<file path="config.mk">
export PLATFORM = sky130hd
export DESIGN_NAME = host_access_arbiter
export DESIGN_NICKNAME = d
export VERILOG_FILES = /design/src/rtl/hma_pkg.sv /design/src/rtl/hma_slot.sv /design/src/rtl/hma_mode.sv /design/src/rtl/host_access_arbiter.sv
export SDC_FILE = /design/constraint.sdc
export NUM_CORES = 1
export LEC_CHECK = 0
export BUFFER_PORTS_ARGS = -buffer_cell sky130_fd_sc_hd__buf_2
export CORE_AREA = 2 2 83 85
export DETAILED_ROUTE_END_ITERATION = 16
export DIE_AREA = 0 0 85 87
export PLACE_DENSITY = 0.72
export SLEW_MARGIN = 25
export SYNTH_ARGS = -nofsm -noshare
export SYNTH_HDL_FRONTEND = slang
export SYNTH_SLANG_ARGS = --single-unit
</file>
<file path="constraint.sdc">
create_clock -name clk_i -period 2.21 [get_ports clk_i]
set_input_delay 0.442 -clock clk_i [delete_from_list [all_inputs] [get_ports clk_i]]
set_output_delay 0.442 -clock clk_i [all_outputs]
set_load 0.1 [all_outputs]
</file>
<file path="src/rtl/hma_pkg.sv">
package hma_pkg;
  typedef enum logic {OWN_HOST = 1'b0, OWN_DSP = 1'b1} owner_e;
  typedef enum logic [1:0] {RGN_SARAM = 2'd0, RGN_DARAM = 2'd1, RGN_EXT = 2'd2} region_e;

  function automatic region_e rgn_of(input logic [1:0] bits);
    case (bits)
      2'b00:   return RGN_SARAM;
      2'b01:   return RGN_DARAM;
      default: return RGN_EXT;
    endcase
  endfunction
endpackage

</file>
<file path="src/rtl/hma_slot.sv">
// One target port: two-way round-robin grant, held until target ack.
module hma_slot
  import hma_pkg::*;
#(
  parameter int AW = 16,
  parameter int DW = 16
) (
  input  logic          clk_i,
  input  logic          rst_ni,
  input  logic          hold_i,
  input  logic          h_req_i,
  input  logic          h_we_i,
  input  logic [AW-1:0] h_addr_i,
  input  logic [DW-1:0] h_wdata_i,
  input  logic          d_req_i,
  input  logic          d_we_i,
  input  logic [AW-1:0] d_addr_i,
  input  logic [DW-1:0] d_wdata_i,
  output logic          tgt_req_o,
  output logic          tgt_we_o,
  output logic [AW-1:0] tgt_addr_o,
  output logic [DW-1:0] tgt_wdata_o,
  input  logic          tgt_ack_i,
  output logic          h_done_o,
  output logic          d_done_o,
  output logic          busy_o,
  output owner_e        owner_o
);
  logic   busy_q, grant;
  owner_e owner_q, last_q, win;

  always_comb begin
    if (h_req_i && d_req_i) win = (last_q == OWN_HOST) ? OWN_DSP : OWN_HOST;
    else if (d_req_i)       win = OWN_DSP;
    else                    win = OWN_HOST;
    grant = !busy_q && !hold_i && (h_req_i || d_req_i);
  end

  always_ff @(posedge clk_i or negedge rst_ni) begin
    if (!rst_ni) begin
      busy_q  <= 1'b0;
      owner_q <= OWN_HOST;
      last_q  <= OWN_DSP;  // host takes the first tie
    end else if (grant) begin
      busy_q  <= 1'b1;
      owner_q <= win;
      last_q  <= win;
    end else if (busy_q && tgt_ack_i) begin
      busy_q  <= 1'b0;
    end
  end

  always_comb begin
    tgt_req_o   = busy_q;
    tgt_we_o    = (owner_q == OWN_DSP) ? d_we_i    : h_we_i;
    tgt_addr_o  = (owner_q == OWN_DSP) ? d_addr_i  : h_addr_i;
    tgt_wdata_o = (owner_q == OWN_DSP) ? d_wdata_i : h_wdata_i;
    h_done_o    = busy_q && tgt_ack_i && (owner_q == OWN_HOST);
    d_done_o    = busy_q && tgt_ack_i && (owner_q == OWN_DSP);
  end

  assign busy_o  = busy_q;
  assign owner_o = owner_q;
endmodule

</file>
<file path="src/rtl/hma_mode.sv">
// Mode register with deferred apply: staged write lands once both ports idle.
module hma_mode (
  input  logic       clk_i,
  input  logic       rst_ni,
  input  logic       we_i,
  input  logic [1:0] sel_i,
  input  logic       idle_i,
  output logic [1:0] mode_o,
  output logic       hold_o
);
  logic [1:0] mode_q, pend_mode_q;
  logic       pend_q;

  always_ff @(posedge clk_i or negedge rst_ni) begin
    if (!rst_ni) begin
      mode_q      <= 2'b00;
      pend_mode_q <= 2'b00;
      pend_q      <= 1'b0;
    end else if (we_i) begin
      pend_q      <= 1'b1;
      pend_mode_q <= sel_i;
    end else if (pend_q && idle_i) begin
      mode_q      <= pend_mode_q;
      pend_q      <= 1'b0;
    end
  end

  assign mode_o = mode_q;
  assign hold_o = pend_q;
endmodule

</file>
<file path="src/rtl/host_access_arbiter.sv">
module host_access_arbiter
  import hma_pkg::*;
#(
  parameter int AW = 16,
  parameter int DW = 16
) (
  input  logic          clk_i,
  input  logic          rst_ni,
  input  logic          host_req_i,
  input  logic          host_we_i,
  input  logic [AW-1:0] host_addr_i,
  input  logic [DW-1:0] host_wdata_i,
  output logic [DW-1:0] host_rdata_o,
  output logic          host_ready_o,
  output logic          host_err_o,
  input  logic          dsp_req_i,
  input  logic          dsp_we_i,
  input  logic [AW-1:0] dsp_addr_i,
  input  logic [DW-1:0] dsp_wdata_i,
  output logic [DW-1:0] dsp_rdata_o,
  output logic          dsp_ready_o,
  input  logic          mode_we_i,
  input  logic [1:0]    mode_wdata_i,
  output logic [1:0]    mode_o,
  output logic          mem_req_o,
  output logic          mem_we_o,
  output logic [AW-1:0] mem_addr_o,
  output logic [1:0]    mem_region_o,
  output logic [DW-1:0] mem_wdata_o,
  input  logic [DW-1:0] mem_rdata_i,
  input  logic          mem_ack_i,
  output logic          per_req_o,
  output logic          per_we_o,
  output logic [AW-1:0] per_addr_o,
  output logic [DW-1:0] per_wdata_o,
  input  logic [DW-1:0] per_rdata_i,
  input  logic          per_ack_i
);
  localparam int PER_BIT = AW - 1;
  localparam int RGN_HI  = AW - 2;
  localparam int RGN_LO  = AW - 3;

  logic    hom_mem, hom_per, mode_hold, idle;
  logic    h_is_per, d_is_per;
  region_e h_rgn, d_rgn;
  logic    h_mem_req, h_per_req, d_mem_req, d_per_req, h_bad, herr_q;
  logic    h_mem_done, d_mem_done, h_per_done, d_per_done;
  logic    mem_busy, per_busy;
  owner_e  mem_owner, per_owner;

  assign h_is_per = host_addr_i[PER_BIT];
  assign d_is_per = dsp_addr_i[PER_BIT];
  assign h_rgn    = rgn_of(host_addr_i[RGN_HI:RGN_LO]);
  assign d_rgn    = rgn_of(dsp_addr_i[RGN_HI:RGN_LO]);
  assign {hom_mem, hom_per} = mode_o;

  // eligibility per mode; ineligible DSP requests simply stall
  assign h_mem_req = host_req_i && !h_is_per && (!hom_mem || h_rgn == RGN_SARAM);
  assign h_per_req = host_req_i && h_is_per;
  assign d_mem_req = dsp_req_i && !d_is_per && !(hom_mem && d_rgn == RGN_SARAM);
  assign d_per_req = dsp_req_i && d_is_per && !hom_per;
  assign h_bad     = host_req_i && !h_is_per && hom_mem && (h_rgn != RGN_SARAM);

  always_ff @(posedge clk_i or negedge rst_ni) begin
    if (!rst_ni) herr_q <= 1'b0;
    else         herr_q <= h_bad && !herr_q && !mode_hold;
  end

  hma_mode u_mode (
    .clk_i  (clk_i),
    .rst_ni (rst_ni),
    .we_i   (mode_we_i),
    .sel_i  (mode_wdata_i),
    .idle_i (idle),
    .mode_o (mode_o),
    .hold_o (mode_hold)
  );

  hma_slot #(.AW(AW), .DW(DW)) u_mem (
    .clk_i       (clk_i),
    .rst_ni      (rst_ni),
    .hold_i      (mode_hold),
    .h_req_i     (h_mem_req),
    .h_we_i      (host_we_i),
    .h_addr_i    (host_addr_i),
    .h_wdata_i   (host_wdata_i),
    .d_req_i     (d_mem_req),
    .d_we_i      (dsp_we_i),
    .d_addr_i    (dsp_addr_i),
    .d_wdata_i   (dsp_wdata_i),
    .tgt_req_o   (mem_req_o),
    .tgt_we_o    (mem_we_o),
    .tgt_addr_o  (mem_addr_o),
    .tgt_wdata_o (mem_wdata_o),
    .tgt_ack_i   (mem_ack_i),
    .h_done_o    (h_mem_done),
    .d_done_o    (d_mem_done),
    .busy_o      (mem_busy),
    .owner_o     (mem_owner)
  );

  hma_slot #(.AW(AW), .DW(DW)) u_per (
    .clk_i       (clk_i),
    .rst_ni      (rst_ni),
    .hold_i      (mode_hold),
    .h_req_i     (h_per_req),
    .h_we_i      (host_we_i),
    .h_addr_i    (host_addr_i),
    .h_wdata_i   (host_wdata_i),
    .d_req_i     (d_per_req),
    .d_we_i      (dsp_we_i),
    .d_addr_i    (dsp_addr_i),
    .d_wdata_i   (dsp_wdata_i),
    .tgt_req_o   (per_req_o),
    .tgt_we_o    (per_we_o),
    .tgt_addr_o  (per_addr_o),
    .tgt_wdata_o (per_wdata_o),
    .tgt_ack_i   (per_ack_i),
    .h_done_o    (h_per_done),
    .d_done_o    (d_per_done),
    .busy_o      (per_busy),
    .owner_o     (per_owner)
  );

  assign idle         = !mem_busy && !per_busy;
  assign mem_region_o = rgn_of(mem_addr_o[RGN_HI:RGN_LO]);

  assign host_ready_o = herr_q || h_mem_done || h_per_done;
  assign host_err_o   = herr_q;
  assign dsp_ready_o  = d_mem_done || d_per_done;

  always_comb begin
    if (h_per_done)      host_rdata_o = per_rdata_i;
    else if (h_mem_done) host_rdata_o = mem_rdata_i;
    else                 host_rdata_o = '0;
    if (d_per_done)      dsp_rdata_o  = per_rdata_i;
    else if (d_mem_done) dsp_rdata_o  = mem_rdata_i;
    else                 dsp_rdata_o  = '0;
  end
endmodule

</file>
# After elaboration in Yosys (flattened, before gate mapping)
# Index checks and enable logic that the tools add are counted.
# Widths: inputs -> output; s select.
[word_totals]
reg_bits = 12
inputBits = 107
out_inout_bits = 107
elab_cells = 92
[classes]
n_eq_ne = 3
bitwise_logic = 3
mux = 25
n_reduce_logical = 51
[ops]
columns = ["op", "count"]
rows = [
  ["$mux 16", 8],
  ["$logic_and 1x1->1", 26],
  ["$mux 1", 14],
  ["$pmux 2 s2", 3],
  ["$logic_not 2->1", 5],
  ["$logic_not 1->1", 9],
  ["$reduce_bool 2->1", 4],
  ["$eq 2x1->1 const B", 3],
  ["$logic_or 1x1->1", 6],
  ["$not 1->1", 3],
  ["$reduce_and 2->1", 1],
]

# Logic depth before layout (Yosys ltp)
# Gate-level depths: netlist (run 1).
[logic_depth]
depth_word = 9
mapped_depth = 6
mapped_depth_nobuf = 3

# Hierarchy
# Synthesis (run 1) repeated with hierarchy kept, for this count alone.
[unflattened]
cells_unflattened = 203
hier_area_um2 = 1870.5
[by_module_without_submodules]
columns = ["mod", "cells_per_inst", "instances", "area_each_um2", "seq_area_each_um2"]
rows = [
  ["hma_slot", 52, 2, 569.3, 76.3],
  ["host_access_arbiter", 87, 1, 521.8, 25.0],
  ["hma_mode", 12, 1, 210.2, 125.1],
]

# Worst setup path after synthesis (run 1)
# No wires, ideal clock.
[synth_path]
path_kind = "register -> output"
startpoint = "reg u_mem.owner_q (netlist: u_mem.owner_o)"
endpoint = "out mem_region_o[0]"
path_stages_with_launch = 4
arrival_ps = 2519
slack_ps = -751
n_path_buf = 1
cell_sequence = "dfrtp_1 -> buf_2 -> mux2_2 -> nor2b_1"
[synth_between]
elab_chain_cells = 3
word_cells_on_any_way = 4
cone_classes = "eq/ne: 1; mux: 2; reduce/logical: 1"
[synth_lines]
columns = ["element", "line_no", "text"]
rows = [
  ["from (decl)", "hma_slot.sv:30", "owner_e owner_q, last_q, win;"],
  ["from (signal assigned)", "hma_slot.sv:46", "owner_q <= win;"],
  ["$mux 16 (*)", "hma_slot.sv:56", "tgt_addr_o = (owner_q == OWN_DSP) ? d_addr_i : h_addr_i;"],
  ["named net mem_addr_o[13]", "host_access_arbiter.sv:27", "output logic [AW-1:0] mem_addr_o,"],
  ["$eq 2x1->1 or $logic_not 2->1 (tied branches)", "hma_pkg.sv:6", "case (bits)"],
  ["$pmux 2 s2 (*)", "hma_pkg.sv:6", ""],
  ["to (decl)", "host_access_arbiter.sv:28", "output logic [1:0] mem_region_o,"],
]
# Mark *: on every way through the listed nets, which the timed path passes. The rest lies on a longest branch.

# Final worst setup path (run 1)
[layout_path]
startpoint = "reg u_per.busy_q (netlist: u_per.busy_o)"
endpoint = "out host_ready_o"
[layout_between]
elab_chain_cells = 3
[layout_lines]
columns = ["element", "line_no", "text"]
rows = [
  ["from (decl)", "hma_slot.sv:29", "logic busy_q, grant;"],
  ["from (signal assigned)", "hma_slot.sv:41", "busy_q <= 1'b0;"],
  ["from (signal assigned)", "hma_slot.sv:45", "busy_q <= 1'b1;"],
  ["from (signal assigned)", "hma_slot.sv:49", "busy_q <= 1'b0;"],
  ["$logic_and 1x1->1 (2 in a row)", "hma_slot.sv:58", "h_done_o = busy_q && tgt_ack_i && (owner_q == OWN_HOST);"],
  ["$logic_or 1x1->1", "host_access_arbiter.sv:128", "assign host_ready_o = herr_q || h_mem_done || h_per_done;"],
  ["to (decl)", "host_access_arbiter.sv:14", "output logic host_ready_o,"],
]
# Every way passes these cells.

==> qor.yml, run 1 <==
cts:
  numCtsBuffers: 3
  clock_latency_ns: 0.25
  cts_hold_buf: 0
  clkSinkCount: 12
  htree_levels: 1
  cts_setup_buffers: 0
  clk_pin_slew_worst_paths_ns: 0.05
  ctsLongestPathBuffers: 2
  root_buffer: "clkbuf_8"
  cts_tree: "done"
placement:
  place_inst: 452
  gp_congestion: 0.874
  hpwl_microns: 7650
  pre_cts_ws_ns: 0.196
  io_buffers: 213
power_and_ir_drop:
  vdd_drop_max_uv: 1160
  p_switching_w: 0.00487
  p_leak_nw: 2.08
  combPwrFrac_pct: 91.5
  power_frac_clock_pct: 3.1
  power_frac_seq_pct: 5.4
  powerDensity_nw_per_um2: 1740
  switching_share_pct: 61.8
  intPower_w: 0.00301
synth:
  synth_area_leader_cell: "mux2_2"
  yosysTopAreaCellShare_pct: 46.3
  syn_inst: 167
  ys_types: 32
  synth_area_leaders: "mux2_2, a22o_1, dfrtp_1"
  ys_ff_latch: 12
  syn_nets: 274
  yosysSeqAreaShare_pct: 17.5
  syn_avg_cell_area_sq_um: 10.3
  synthesis.area_sq_um: 1730
  ys_warn_count: 0
grt:
  grt_max_degree: 35
  overflow: 0
  grt_pass1_wl_microns: 12800
  antenna_found_initial: 0
  grt_pass1_vias: 2465
  grt.total_usage_pct: 21.8
critical_path:
  r2r_start: "u_per.busy_o$_DFFE_PN0P_"
  critPathArrivalTime_ns: 1.72
  r2r_end: "u_mode.mode_o[1]$_DFFE_PN0P_"
  ff2ff_path_depth: 2
  worstSetupEndpoint: "host_ready_o"
  worstPathRequired_ns: 1.77
  startpoint: "u_per.busy_o$_DFFE_PN0P_"
  end_kind: "output pin"
  cp_max_fo: 9
  crit_type: "reg -> out"
  start_kind: "flip-flop"
  reg2reg_slack_ns: 0.75
finish:
  syn2layout_area_growth_pct: 163
  stdcell_count: 457
  final_cell_mix: "buf_2, buf_12, mux2_2"
  finalNetCount: 485
  drive_above_1_share_pct: 90.2
  final_common_cell: "buf_2"
  diodes: 0
sta:
  fin_ws_ns: 0.0494
  max_slew_margin_pct: 67.8
  fin_worst_hold_slack_ns: 0.0620
  period_needed_ns: 2.16
  post-route-period-util_pct: 97.8
  final_max_slew_viol_count: 0
  clock-skew-final_ns: 0.00191
  worst_pin_slew_ns: 0.476
  finalSetupViolCount: 0
  clock.fmax_mhz: 463
  finalHoldViolations: 0
  rsz0062_at_grt: "no"
drt:
  initialDrtViolationCount: 59
  ant_nets: 0
  wire_per_inst_microns: 19.4
  viasPerCell: 5.18
  drtPass1Iterations: 4
  vias: 2366
  drcViolationCount: 0
  drt-total-wl_microns: 8860
floorplan:
  initial_core_util_pct: 26.3
  fp.dieW_microns: 85
  die_height_microns: 87
  core.rowCount: 30
  ioPinCount: 214
  dieArea_sq_um: 7400
  core_sq_um: 6570
status:
  status: "completed"
job:
  cap_violations: 0
hold_path:
  hold_class: "in -> async"
[metal layers]
metal  up-vias  track usage [%]  share of wire [%]
met3        19             4.27                6.0
met5         -                0                  0
met2       141             44.8                 58
met4         0             5.92                2.9
li1       1085                -                  -
met1      1121             21.8                 33
[flip-flops by register name (all words and copies together) (netlist names)]
register and flops:
u_per.busy_o 1, u_mem.owner_o 1, u_mode.mode_o 2, u_per.owner_o 1, u_per.last_q 1, u_mode.pend_mode_q 2, u_mem.last_q 1, u_mem.busy_o 1
u_mode.hold_o 1, host_err_o 1
[worst min path at each step]
stage / startpoint / to / slack, ns / cells past startpoint
finish: rst_ni / u_per.owner_o$_DFFE_PN0P_ / 0.06 / 1
global placement: rst_ni / u_mode.pend_mode_q[1]$_DFFE_PN0P_ / 0.32 / 1
CTS: rst_ni / u_per.owner_o$_DFFE_PN0P_ / 0.07 / 1
floorplan: rst_ni / host_err_o$_DFF_PN0_ / 0.15 / 0
global route: rst_ni / u_per.owner_o$_DFFE_PN0P_ / 0.08 / 1
detailed placement: rst_ni / u_mode.pend_mode_q[0]$_DFFE_PN0P_ / 0.33 / 1
[timing repair]
item | in CTS | in global routing
gates resized for setup | 1 | 4
setup endpoints to repair | 16 | 17
pin swaps | 0 | 1
cloned | 0 | 1
[logic make-up after synthesis]
family	count (synthesis)	share of synthesized area [%]
buf+inv	16	5.58
compound gates	41	19.9
simple gates	27	10.6
flops	12	17.5
mux	71	46.3
[synthesized netlist by cell type]
| library cell | n |
|---|---|
| a21oi_1 | 1 |
| a221o_1 | 1 |
| a22o_1 | 33 |
| a32o_1 | 1 |
| and3_1 | 1 |
| and3b_1 | 2 |
| and4bb_2 | 1 |
| buf_2 | 8 |
| buf_4 | 3 |
| buf_6 | 2 |
| clkbuf_1 | 2 |
| dfrtp_1 | 10 |
| dfstp_2 | 2 |
| inv_1 | 1 |
| mux2_2 | 71 |
| nand2_1 | 3 |
| nand2b_1 | 4 |
| nand3_1 | 2 |
| nand3b_1 | 1 |
| nand4bb_1 | 1 |
| nor2_1 | 4 |
| nor2_2 | 1 |
| nor2b_1 | 1 |
| nor3_4 | 1 |
| nor3b_1 | 1 |
| nor4_1 | 1 |
| nor4b_1 | 1 |
| o21a_1 | 1 |
| o21ai_0 | 3 |
| o31ai_1 | 1 |
| or3_1 | 1 |
| or3b_2 | 1 |
[critical path, stage by stage, from the launching register on]
cell     delay [ns]
dfrtp_2        0.46
and3b_1        0.25
or3_2          0.46
buf_2          0.31
[stage by stage]
stage / utilization [%] / setup TNS [ns] / total power (W) / instance area (sq um)
after floorplan: - / -2.97 / 0.00509 / 1790
after global placement: 67.9 / 0 / 0.00754 / 4460
after detailed placement: 67.9 / 0 / 0.00764 / 4460
after CTS: 68.7 / 0 / 0.00790 / 4520
after global routing: 69.0 / 0 / 0.00804 / 4530
final: 69.0 / 0 / 0.00787 / 4530
[area by class of cell]
cell class | instances | area, sq um
sequential | 12 | 307
clock buffer | 4 | 55.1
timing repair buffer | 221 | 2680
tap | 80 | 100
inverter | 1 | 3.75
fill | 432 | 2040
multi-input combinational | 139 | 1390
[power groups by stage]
stage | clock network, W | registers, W | logic (W)
3_5_place_dp | 0 | 0.000421 | 0.00722
5_1_grt | 0.000255 | 0.000432 | 0.00735
4_1_cts | 0.000244 | 0.000419 | 0.00723
6_report | 0.000242 | 0.000424 | 0.00721
3_3_place_gp | 0 | 0.000409 | 0.00713
2_1_floorplan | 0 | 0.000569 | 0.00453
(Power assumes the default switching activity.)
==> run 2: changes to the inputs <==
==> constraint.sdc (replaced) <==
create_clock -name clk_i -period 2.4 [get_ports clk_i]
set_input_delay 0.48 -clock clk_i [delete_from_list [all_inputs] [get_ports clk_i]]
set_output_delay 0.48 -clock clk_i [all_outputs]
set_load 0.1 [all_outputs]
==> run 2 against run 1 <==
Final area decreased by 1.2%. Global-route usage decreased by 0.31 points. Via count decreased by 0.42%. Highest routed layer unchanged. Sequential share of layout area increased by 0.051 points. Power decreased by 8.7%.
==> qor.yml, run 2 (synthesis gave the netlist of run 1 again) <==
critical_path:
  crit_type: "reg -> out"  # unchanged
  crit_family: "flip-flops"  # was simple AND/OR/NAND/NOR gates
  start_kind: "flip-flop"  # unchanged
  critPathArrivalTime_ns: 1.72  # about the same
  path_buf_inv: 2  # was 1
  cp_slowest_cell: "dfrtp_2"  # unchanged
  crit_path_max_incr_delay_ns: 0.46  # about the same
  reg2reg_slack_ns: 0.96  # was 0.75 ns
  cp_max_fo: 16  # was 9
  worstPathRequired_ns: 1.92  # was 1.77 ns
  end_kind: "output pin"  # unchanged
  crit_path_cell_trace: "and3b_1 -> nor3_4 -> buf_4 -> a22o_2 -> buf_12"  # was and3b_1 -> or3_2 -> buf_2
drt:
  drcViolationCount: 0  # unchanged
  ant_nets: 0  # unchanged
  drt-total-wl_microns: 8670  # was 8860 microns
  vias: 2356  # was 2,366
  viasPerCell: 5.16  # was 5.18
  wire_per_inst_microns: 19.0  # was 19.4 microns
  drtPass1Iterations: 4  # unchanged
  initialDrtViolationCount: 74  # was 59
status:
  status: "completed"  # unchanged
finish:
  finalNetCount: 485  # unchanged
  final_common_cell: "buf_2"  # unchanged
  post-route-cell-area_sq_um: 4480  # was 4530 sq um
  final_cell_mix: "buf_2, buf_12, mux2_2"  # unchanged
  drive_above_1_share_pct: 89.7  # was 90.2%
  fillers: 425  # was 432
  syn2layout_area_growth_pct: 160  # was 163%
  stdcell_count: 457  # unchanged
  diodes: 0  # unchanged
floorplan:
  core_sq_um: 6570  # unchanged
  die_height_microns: 87  # unchanged
  ioPinCount: 214  # unchanged
  dieArea_sq_um: 7400  # unchanged
  core.rowCount: 30  # unchanged
  fp.dieW_microns: 85  # unchanged
  initial_core_util_pct: 26.3  # unchanged
sta:
  max_slew_margin_pct: 68.1  # was 67.8%
  fin_worst_hold_slack_ns: 0.105  # was 0.0620 ns
  clock-skew-final_ns: 0.000877  # was 0.00191 ns
  post-route-period-util_pct: 91.6
  finalHoldViolations: 0  # unchanged
  rsz0062_at_grt: "no"  # unchanged
  setup_tns_ns: 0  # unchanged
  finalSetupViolCount: 0  # unchanged
  worst_pin_slew_ns: 0.472  # was 0.476 ns
  period_needed_ns: 2.20
  final_max_slew_viol_count: 0  # unchanged
  clock.fmax_mhz: 455
cts:
  clk_pin_slew_worst_paths_ns: 0.05  # about the same
  cts_setup_buffers: 0  # unchanged
  clock_latency_ns: 0.24  # was 0.25 ns
  root_buffer: "clkbuf_8"  # unchanged
  numCtsBuffers: 3  # unchanged
  cts_hold_buf: 0  # unchanged
  clkSinkCount: 12  # unchanged
  htree_levels: 1  # unchanged
  cts_tree: "done"  # unchanged
  ctsLongestPathBuffers: 2  # unchanged
  cts_resized: 0  # was 1
placement:
  io_buffers: 213  # unchanged
  dpl_cell_area_sq_um: 4420  # was 4460 sq um
  hpwl_microns: 7540  # was 7650 microns
  place_inst: 453  # was 452
  gp_congestion: 0.854  # was 0.874
grt:
  overflow: 0  # unchanged
  antenna_found_initial: 0  # unchanged
  grt_pass1_vias: 2528  # was 2,465
  grt_pass1_wl_microns: 12800  # about the same
  grt.total_usage_pct: 21.4  # was 21.8%
  grt_max_degree: 35  # unchanged
power_and_ir_drop:
  total_power_w: 0.00719  # was 0.00787 W
  p_leak_nw: 2.06  # was 2.08 nW
  powerDensity_nw_per_um2: 1610  # was 1740 nW/um^2
  vdd_drop_max_uv: 1110  # was 1160 uV
hold_path:
  hold_class: "in -> async"  # unchanged
job:
  cap_violations: 0  # unchanged
## run 2: cell count changes in the layout (fill, tap and decap cells not counted)
cell      previous run  this run
nand2b_4             1         0
buf_4                4         8
dfrtp_1              7         8
nor2b_2              0         1
buf_12             103       101
buf_6                2         0
or3_1                0         1
nand2b_2             0         1
a22o_4               1         0
dfrtp_2              3         2
a22o_2              31        32
nor2b_4              1         0
or3_2                1         0
## run 2: path summary, 6_finish.rpt
kind / from / to / cells after the start
max reg2reg: u_mem.busy_o$_DFFE_PN0P_ / u_mode.mode_o[1]$_DFFE_PN0P_ / 2
min reg2reg: u_per.last_q$_DFFE_PN1P_ / u_per.last_q$_DFFE_PN1P_ / 2
max in group asynchronous: rst_ni / u_mem.last_q$_DFFE_PN1P_ / 1
min in group clk_i: mode_wdata_i[0] / u_mode.pend_mode_q[0]$_DFFE_PN0P_ / 2
max: u_per.busy_o$_DFFE_PN0P_ / host_rdata_o[1] / 5
min: rst_ni / u_mode.pend_mode_q[0]$_DFFE_PN0P_ / 1
## run 2: where the power goes
| group | total (W) | leakage (nW) | switching [W] | internal (W) |
|---|---|---|---|---|
| clock | 0.000218 | 0.0288 | 0.0000729 | 0.000145 |
| combinational | 0.00661 | 1.89 | 0.00431 | 0.00229 |
| sequential | 0.000364 | 0.140 | 0.0000798 | 0.000284 |
## run 2: worst reg2reg max path: stages (launching register included)
cell	delay, ns
dfrtp_2	0.45
nor4b_1	0.49
mux2_2	0.39
## run 2: routing by layer
metal	GRT usage, %	wire, microns	vias to the layer above
li1	-	-	1085
met1	20.7	2830	1102
met2	42.9	4880	143
met5	0	0	-
met4	7.36	266	0
met3	6.16	694	26
## run 2: per-stage QoR
| step | setup slack (ns) | util, % |
|---|---|---|
| final | 0.201 | 68.2 |
| after global placement | 0.398 | 67.3 |
| after global routing | 0.111 | 68.2 |
| after detailed placement | 0.349 | 67.3 |
| after CTS | 0.195 | 68.2 |
| after floorplan | -0.107 | - |
## run 2: area by class of cell
type / count / area, sq um / share of cell area (%)
inverters: 1 / 3.75 / 0.0838
flip-flops and latches: 12 / 305 / 6.82
multi-input cells: 139 / 1370 / 30.6
clock buffers: 4 / 55.1 / 1.23
repair buffers: 221 / 2640 / 59.0
well taps: 80 / 100 / 2.24
